--- src/rtl/qbd_port_pkg.sv ---
package qbd_port_pkg;
  typedef struct packed {
    logic pull_dn;
    logic pu_strong;
    logic pu_med;
    logic pu_weak;
  } pad_drv_t;
endpackage

--- src/rtl/qbd_sync.sv ---
module qbd_sync #(
  parameter int WIDTH  = 8,
  parameter int STAGES = 2
) (
  input  logic             clk,
  input  logic             rst,
  input  logic [WIDTH-1:0] d,
  output logic [WIDTH-1:0] q
);
  logic [STAGES-1:0][WIDTH-1:0] chain;

  genvar s;
  generate
    for (s = 0; s < STAGES; s++) begin : g_stage
      if (s == 0) begin : g_first
        always_ff @(posedge clk) begin
          if (rst) chain[0] <= '0;
          else     chain[0] <= d;
        end
      end else begin : g_next
        always_ff @(posedge clk) begin
          if (rst) chain[s] <= '0;
          else     chain[s] <= chain[s-1];
        end
      end
    end
  endgenerate

  assign q = chain[STAGES-1];
endmodule

--- src/rtl/qbd_pin_drv.sv ---
module qbd_pin_drv
  import qbd_port_pkg::*;
#(
  parameter int PULSE_CYCLES = 2
) (
  input  logic     clk,
  input  logic     rst,
  input  logic     level,
  input  logic     pin_s,
  output pad_drv_t drv
);
  localparam int CW = $clog2(PULSE_CYCLES + 1);

  logic          lvl_q;
  logic [CW-1:0] cnt;
  logic          med_q;

  always_ff @(posedge clk) begin
    if (rst) begin
      lvl_q <= 1'b1;
      cnt   <= '0;
      med_q <= 1'b0;
    end else begin
      lvl_q <= level;
      med_q <= level & pin_s;
      if (!level)
        cnt <= '0;
      else if (!lvl_q)
        cnt <= CW'(PULSE_CYCLES);
      else if (cnt != '0)
        cnt <= cnt - 1'b1;
    end
  end

  assign drv.pull_dn   = ~lvl_q;
  assign drv.pu_strong = (cnt != '0);
  assign drv.pu_med    = med_q;
  assign drv.pu_weak   = lvl_q;
endmodule

--- src/rtl/qbd_readback.sv ---
module qbd_readback #(
  parameter int WIDTH = 8
) (
  input  logic             clk,
  input  logic             rst,
  input  logic             rd_latch,
  input  logic             rd_pin,
  input  logic [WIDTH-1:0] latch_q,
  input  logic [WIDTH-1:0] pin_s,
  output logic [WIDTH-1:0] rd_data
);
  always_ff @(posedge clk) begin
    if (rst)           rd_data <= '0;
    else if (rd_latch) rd_data <= latch_q;
    else if (rd_pin)   rd_data <= pin_s;
  end
endmodule

--- src/rtl/qbd_port.sv ---
module qbd_port
  import qbd_port_pkg::*;
#(
  parameter int WIDTH        = 8,
  parameter int PULSE_CYCLES = 2,
  parameter int SYNC_STAGES  = 2
) (
  input  logic             clk,
  input  logic             rst,
  input  logic             wr_en,
  input  logic [WIDTH-1:0] wr_data,
  input  logic             rd_latch,
  input  logic             rd_pin,
  output logic [WIDTH-1:0] rd_data,
  input  logic [WIDTH-1:0] pin_in,
  input  logic [WIDTH-1:0] pwm_en,
  input  logic [WIDTH-1:0] pwm_out,
  output logic [WIDTH-1:0] pd_en,
  output logic [WIDTH-1:0] pu_strong_en,
  output logic [WIDTH-1:0] pu_med_en,
  output logic [WIDTH-1:0] pu_weak_en,
  output logic [WIDTH-1:0] alt_in
);
  logic [WIDTH-1:0] latch_q;
  logic [WIDTH-1:0] pin_s;
  logic [WIDTH-1:0] level;
  logic [WIDTH-1:0] alt_q;

  always_ff @(posedge clk) begin
    if (rst)        latch_q <= '1;
    else if (wr_en) latch_q <= wr_data;
  end

  qbd_sync #(.WIDTH(WIDTH), .STAGES(SYNC_STAGES)) u_sync (
    .clk(clk), .rst(rst), .d(pin_in), .q(pin_s)
  );

  assign level = (pwm_en & pwm_out) | (~pwm_en & latch_q);

  always_ff @(posedge clk) begin
    if (rst) alt_q <= '0;
    else     alt_q <= pin_s & latch_q;
  end
  assign alt_in = alt_q;

  genvar i;
  generate
    for (i = 0; i < WIDTH; i++) begin : g_pin
      pad_drv_t drv;
      qbd_pin_drv #(.PULSE_CYCLES(PULSE_CYCLES)) u_drv (
        .clk(clk), .rst(rst), .level(level[i]), .pin_s(pin_s[i]), .drv(drv)
      );
      assign pd_en[i]        = drv.pull_dn;
      assign pu_strong_en[i] = drv.pu_strong;
      assign pu_med_en[i]    = drv.pu_med;
      assign pu_weak_en[i]   = drv.pu_weak;
    end
  endgenerate

  qbd_readback #(.WIDTH(WIDTH)) u_rd (
    .clk(clk), .rst(rst), .rd_latch(rd_latch), .rd_pin(rd_pin),
    .latch_q(latch_q), .pin_s(pin_s), .rd_data(rd_data)
  );
endmodule

--- config.mk ---
export PLATFORM = sky130hd
export DESIGN_NAME = qbd_port
export DESIGN_NICKNAME = d
export VERILOG_FILES = /design/src/rtl/qbd_port_pkg.sv /design/src/rtl/qbd_sync.sv /design/src/rtl/qbd_pin_drv.sv /design/src/rtl/qbd_readback.sv /design/src/rtl/qbd_port.sv
export SDC_FILE = /design/constraint.sdc
export NUM_CORES = 1
export LEC_CHECK = 0
export BUFFER_PORTS_ARGS = -buffer_cell sky130_fd_sc_hd__buf_2
export CORE_MARGIN = 4
export CORE_UTILIZATION = 39
export DETAILED_ROUTE_END_ITERATION = 7
export HOLD_SLACK_MARGIN = 0.1
export PLACE_DENSITY_LB_ADDON = 0.1
export SYNTH_ARGS = -nofsm -noshare
export SYNTH_HDL_FRONTEND = slang
export SYNTH_SLANG_ARGS = --single-unit
--- constraint.sdc ---
create_clock -name clk -period 1.72 [get_ports clk]
set_input_delay 0 -clock clk [delete_from_list [all_inputs] [get_ports clk]]
set_output_delay 0 -clock clk [all_outputs]
set_load 0.01 [all_outputs]
==> results.yml, run 1 <==
routing:
  drt_wl_total_um: 5260
  num_vias: 1912
  drc: 0
  first_iter_violations: 55
  routedWlPerCell_um: 12.3
  antenna_left: 0
  drt-vias-per-instance: 4.49
  drt_first_pass_iters: 4
critical_path:
  ff2ff_path_depth: 3
  path_delay_family: "buffers and inverters"
  critical_path.max_fanout: 4
  cp_common_cell: "dlygate4sd3_1"
  endpoint_kind: "flop"
  crit_type: "in2reg"
  crit_arrival_ps: 1660
  cp.required_ps: 1940
  critPathMaxStageDelay_ps: 620
  critPathLaunchType: "input pin"
  path_buf_inv: 3
  crit_cells: 5
  path_cells: "dlygate4sd3_1, buf_2, mux2i_1, dlygate4sd3_1, nand2b_1"
  slowest_stage: "dlygate4sd3_1"
floorplanning:
  dieWidth_um: 89.8
  coreArea_um2: 6420
  io_pins: 85
  die_area_um2: 8060
  fp-row-count: 29
  start_util_pct: 40.6
  fp.dieH_um: 89.8
cells_and_area:
  diodes: 0
  layout-drive-gt1-share_pct: 32.4
  fin_area_um2: 3430
  num-fill-cells: 587
  syn_to_final_growth_pct: 31.5
  final_common_cell: "buf_2"
  final_nets: 383
  final_cell_mix: "buf_2, dfxtp_1, dlygate4sd3_1, nor2b_1, nand2_1"
  final_util_pct: 53.5
timing:
  finalHoldViolations: 0
  setup_slack_ps: 283
  fin_crit_sh_pct: 83.6
  timing.fmax_ghz: 0.696
  worst_clock_skew_ps: 2.94
  fin_crit_ps: 1440
  worst_pin_slew_ps: 391
  slew_headroom_pct: 73.2
  rsz0062_at_grt: "no"
  setup_viol_count_final: 0
  slew_viol_final: 0
  timing.setup.tns_ps: 0
placement:
  place.gp.congestion: 0.672
  dpl.hpwl_um: 3360
  dp_slack_ps: 841
  place_area_um2: 2950
  io_buffers: 84
clock_tree:
  clk_latency_ps: 330
  ctsResizeCount: 0
  clock_sinks: 72
  cts_setup_buffers: 0
  cts_tree: "done"
  clock_path_buffers: 2
  cts_buffers: 9
  cts_root_buf: "clkbuf_8"
  htree_levels: 3
  holdBufCountCts: 33
  path_clk_slew_ps: 70
logic_synthesis:
  syn_area_um2: 2610
  syn_nets: 280
  synth_cells: 243
  ys_warn_count: 0
  syn_avg_cell_area_um2: 10.7
  yosysSeqAreaShare_pct: 55.2
  synth_seq_cells: 72
  synth_cell_types: 17
grt:
  grtUsageTotal_pct: 14.0
  grt_pass1_vias: 1914
  grt_first_pass_wirelength_um: 9190
  antenna_found_initial: 0
  grt_overflow: 0
  grt_start_max_net_pins: 73
pwr:
  powerDensity_nw_per_um2: 947
  leakage_nw: 1.60
  vdd_drop_max_mv: 0.473
outcome:
  run_status: "completed"
min_path:
  hp-class: "in2reg"
  worstHoldPathCells: 3
flow_run:
  drv_cap: 0
final cells by class:
class / instances / area (um^2) / share of cell area, %
Sequential cell: 72 / 1440 / 42.0
Multi-Input combinational cell: 136 / 937 / 27.3
Timing Repair Buffer: 118 / 771 / 22.4
Clock buffer: 13 / 149 / 4.34
Tap cell: 77 / 96.3 / 2.81
Inverter: 9 / 33.8 / 0.984
Clock inverter: 1 / 5.00 / 0.146
worst paths after layout:
kind         slack [ps]                               to                        from
max reg2reg         290  g_pin[5].u_drv.lvl_q$_SDFF_PP1_     latch_q[5]$_SDFFE_PP1P_
min                 110  g_pin[6].u_drv.med_q$_SDFF_PP0_                   pwm_en[6]
max                 280  g_pin[5].u_drv.lvl_q$_SDFF_PP1_                  pwm_out[5]
min reg2reg         440           u_sync.q[6]$_SDFF_PP0_  u_sync.chain[6]$_SDFF_PP0_
cell usage after synthesis (all sizes together):
master	count	share of area, %
dfxtp	72	55
nor2	8	1.2
nor4	8	3.8
and2b	5	1.4
a211o	8	2.7
nor3b	8	2.3
a211oi	16	4.6
buf	26	7.6
nor2b	27	6.5
nand2b	8	1.9
nand2	24	3.5
or2	8	1.9
inv	9	1.3
mux2i	16	6.1
routing by layer:
layer | up-vias | track usage (%) | part of all wire, %
li1 | 1003 | - | -
met1 | 847 | 16.9 | 46
met2 | 52 | 22.2 | 46
met3 | 10 | 4.09 | 5.5
met4 | 0 | 7.66 | 2.1
met5 | - | 0 | 0
cell families after synthesis:
group,synth area share [%]
AOI/OAI and AO/OA,7.29
buffers and inverters,8.87
DFF,55.2
muxes,6.14
and+or+nand+nor,22.5
stage by stage:
step,cells,power (mW),hold WS [ps]
after detailed placement,379,2.13,212
after floorplan,243,2.03,118
after global routing,426,3.42,130
after global placement,379,2.13,205
after CTS,426,3.31,101
final,426,3.25,111
state kept, by name, indices dropped and copies added, names as in the netlist:
register / flops
g_pin.u_drv.cnt: 16
alt_in: 8
g_pin.u_drv.lvl_q: 8
g_pin.u_drv.med_q: 8
latch_q: 8
u_rd.rd_data: 8
u_sync.chain: 8
u_sync.q: 8
power breakdown:
part	switching [mW]	leakage [nW]	internal (mW)
sequential	0.0460	0.592	1.74
clock	0.546	0.0794	0.547
combinational	0.168	0.930	0.202
worst reg2reg max path: cells and delay by family (launching register included):
kind | cells | cell delay (ps)
mux | 1 | 330
flops | 1 | 330
buf+inv | 1 | 620
simple gates | 1 | 50
Note: power is estimated with default switching activity, not from simulation.
==> run 2: changes to the inputs <==
--- a/config.mk
+++ b/config.mk
@@ -5,6 +5,7 @@
 export SDC_FILE = /design/constraint.sdc
 export NUM_CORES = 1
 export LEC_CHECK = 0
+export ABC_AREA = 1
 export BUFFER_PORTS_ARGS = -buffer_cell sky130_fd_sc_hd__buf_2
 export CORE_MARGIN = 4
 export CORE_UTILIZATION = 39
==> constraint.sdc (replaced) <==
create_clock -name clk -period 1.4 [get_ports clk]
set_input_delay 0 -clock clk [delete_from_list [all_inputs] [get_ports clk]]
set_output_delay 0 -clock clk [all_outputs]
set_load 0.01 [all_outputs]
==> run 2 against run 1 <==
Effect of this change:
- global-route usage is 1.9 points higher
- hold slack gained 12 ps
- non-clock buffer count rose by 21
- clock skew rose by 3.0 ps
==> results.yml, run 2 <==
routing:
  drc: 0
  routedWlPerCell_um: 11.7
  drt-vias-per-instance: 4.27
  first_iter_violations: 96
  num_vias: 2232
  antenna_left: 0
  drt_first_pass_iters: 4
  drt_wl_total_um: 6100
cells_and_area:
  final_nets: 478
  regMostFlops: "g_pin.u_drv.cnt"
  diodes: 0
  final_util_pct: 57.7
  final_common_cell: "buf_2"
  num-fill-cells: 615
  seqCellArea_um2: 1440
  largest_reg_flops: 16
  multi_input_area_um2: 748
  syn_to_final_growth_pct: 43.3
  final_cell_mix: "buf_2, dfxtp_1, nor2_1, dlygate4sd3_1, inv_1"
  layout-drive-gt1-share_pct: 25.8
  fin_area_um2: 3690
floorplanning:
  io_pins: 85
  dieWidth_um: 89.2
  fp-row-count: 29
  die_area_um2: 7960
  start_util_pct: 40.3
  fp.dieH_um: 89.2
  coreArea_um2: 6390
placement:
  place.gp.congestion: 0.728
  dpl.hpwl_um: 3790
  place_area_um2: 2920
  io_buffers: 84
grt:
  grt_start_max_net_pins: 19
  antenna_found_initial: 0
  grt_pass1_vias: 2150
  grt_overflow: 0
  grt_first_pass_wirelength_um: 9530
  grtUsageTotal_pct: 15.8
critical_path:
  critical_path.max_fanout: 4
  path_buf_inv: 3
  ff2ff_path_depth: 5
  critPathMaxStageDelay_ps: 540
  slowest_stage: "dlygate4sd3_1"
  path_delay_family: "buffers and inverters"
  rrSetupSlack_ps: 110
  reg2reg_to: "g_pin[5].u_drv.cnt[1]$_SDFFE_PP0P_"
  path_cells: "dlygate4sd3_1, buf_2, nand2_1, dlygate4sd3_1, o21ai_0, nand2_1, nand2_1"
  cp.required_ps: 1610
  critPathLaunchType: "input pin"
  crit_arrival_ps: 1520
  rr_startpoint: "latch_q[5]$_SDFFE_PP1P_"
  endpoint_kind: "flop"
  cp_common_cell: "nand2_1"
  crit_type: "in2reg"
logic_synthesis:
  ys_warn_count: 0
  synth_edf_count: 0
  ys_async_sr_fraction_pct: 0
  syn_area_um2: 2570
  synth_top_area_share_pct: 56.0
  yosysSeqAreaShare_pct: 56.0
  synth-main-ff-cell: "dfxtp_1"
  synth_cells: 316
  syn_nets: 353
  yosys-top-cells-count: "dfxtp_1, nor2_1, inv_1"
  synth_seq_cells: 72
  syn_avg_cell_area_um2: 8.14
  synth.area.top_cells: "dfxtp_1, nor2_1, inv_1, nand2_1, buf_4"
  yosysMostFrequentCell: "dfxtp_1"
  synth_cell_types: 15
  synth_top_area_cell: "dfxtp_1"
min_path:
  worstHoldPathCells: 4
  hp-class: "in2reg"
  hold_end: "g_pin[7].u_drv.cnt[0]$_SDFFE_PP0P_"
  hold_start: "rst"
timing:
  timing.fmax_ghz: 0.758
  worst_pin_slew_ps: 411
  setup_viol_count_final: 0
  fin_crit_ps: 1320
  hold_ws_ps: 123
  rsz0062_at_grt: "no"
  slew_headroom_pct: 72.5
  timing.setup.tns_ps: 0
  fin_crit_sh_pct: 94.2
  worst_clock_skew_ps: 5.94
  finalHoldViolations: 0
  slew_viol_final: 0
clock_tree:
  clock_sinks: 72
  clock_path_buffers: 2
  path_clk_slew_ps: 70
  cts_buffers: 9
  cts_setup_buffers: 0
  clk_latency_ps: 330
  cts_tree: "done"
  htree_levels: 3
  cts_root_buf: "clkbuf_8"
pwr:
  p_switching_mw: 1.04
  leakage_nw: 1.86
  sw_frac_of_total_pct: 22.6
  p_comb_share_pct: 12.1
  power_frac_clock_pct: 40.5
  finalPower_mw: 4.62
  pwr-share-seq_pct: 47.3
  internal_power_mw: 3.58
  vdd_drop_max_mv: 0.728
  powerDensity_nw_per_um2: 1250
outcome:
  run_status: "completed"
flow_run:
  drv_cap: 0
-- run 2: cell types whose count changed in the layout (fill, tap and decap cells not counted), moves of 8 or more --
cell	delta
nand2_1	+22
nor2_1	+48
inv_1	+41
a211oi_1	-16
dlygate4sd3_1	+20
nor3b_1	-8
a211o_1	-8
a21oi_1	+22
nor2b_1	-27
nor3_1	+16
mux2i_1	-16
nor4_2	-8
o21ai_0	+14
nand2b_1	-8
-- run 2: cell families after synthesis --
group / synth area share, %
compound gates: 8.07
flops: 56.0
simple gates: 20.9
buf+inv: 15.0
-- run 2: metal layers --
metal  share of wire (%)  GRT usage (%)  vias up  routed length [um]
met5                   0              0        -                   0
met4                 1.1           6.63        0                  68
met3                 5.0           3.50        7                 306
met2                  49           27.0       53                2960
met1                  45           19.2      983                2760
li1                    -              -     1189                   -
-- run 2: layout make-up --
class	instances	area share (%)
inverter	50	5.16
sequential	72	39.1
clock inverter	2	1.63
clock buffer	14	4.68
timing repair buffer	139	26.5
tap	77	2.61
multi-input combinational	169	20.3
-- run 2: worst max-delay path by stage --
stage,start,endpoint,slack [ps],cells past startpoint
after floorplan,latch_q[5]$_SDFFE_PP1P_,g_pin[5].u_drv.cnt[0]$_SDFFE_PP0P_,660,4
after global placement,rd_latch,u_rd.rd_data[5]$_SDFFE_PP0P_,580,5
after detailed placement,latch_q[4]$_SDFFE_PP1P_,g_pin[4].u_drv.cnt[1]$_SDFFE_PP0P_,580,4
after CTS,latch_q[5]$_SDFFE_PP1P_,g_pin[5].u_drv.cnt[1]$_SDFFE_PP0P_,30,5
after global routing,latch_q[0]$_SDFFE_PP1P_,g_pin[0].u_drv.lvl_q$_SDFF_PP1_,20,5
final,pwm_en[1],g_pin[1].u_drv.lvl_q$_SDFF_PP1_,80,7
-- run 2: metrics by stage --
stage | worst slack (ps) | instances
2_1_floorplan | 658 | 316
3_3_place_gp | 584 | 454
3_5_place_dp | 581 | 454
4_1_cts | 33.2 | 523
5_1_grt | 21.2 | 523
6_report | 80.9 | 523
-- run 2: power by group through the flow --
stage | Combinational (mW) | Sequential, mW | Clock (mW)
finish | 0.561 | 2.19 | 1.87
global route | 0.627 | 2.20 | 2.02
CTS | 0.559 | 2.19 | 1.90
detailed placement | 0.436 | 2.23 | 0
global placement | 0.433 | 2.23 | 0
floorplan | 0.282 | 2.24 | 0
-- run 2: what timing repair did --
item	CTS	global route
setup endpoints to repair	0	6
gates resized for setup	0	3
hold buffers	53	0
endpoints found under the hold margin	62	0
-- run 2: worst min-delay path, stage by stage --
cell and delay (ps):
buf_2 140, inv_4 90, nand2_1 130, nor2_1 50
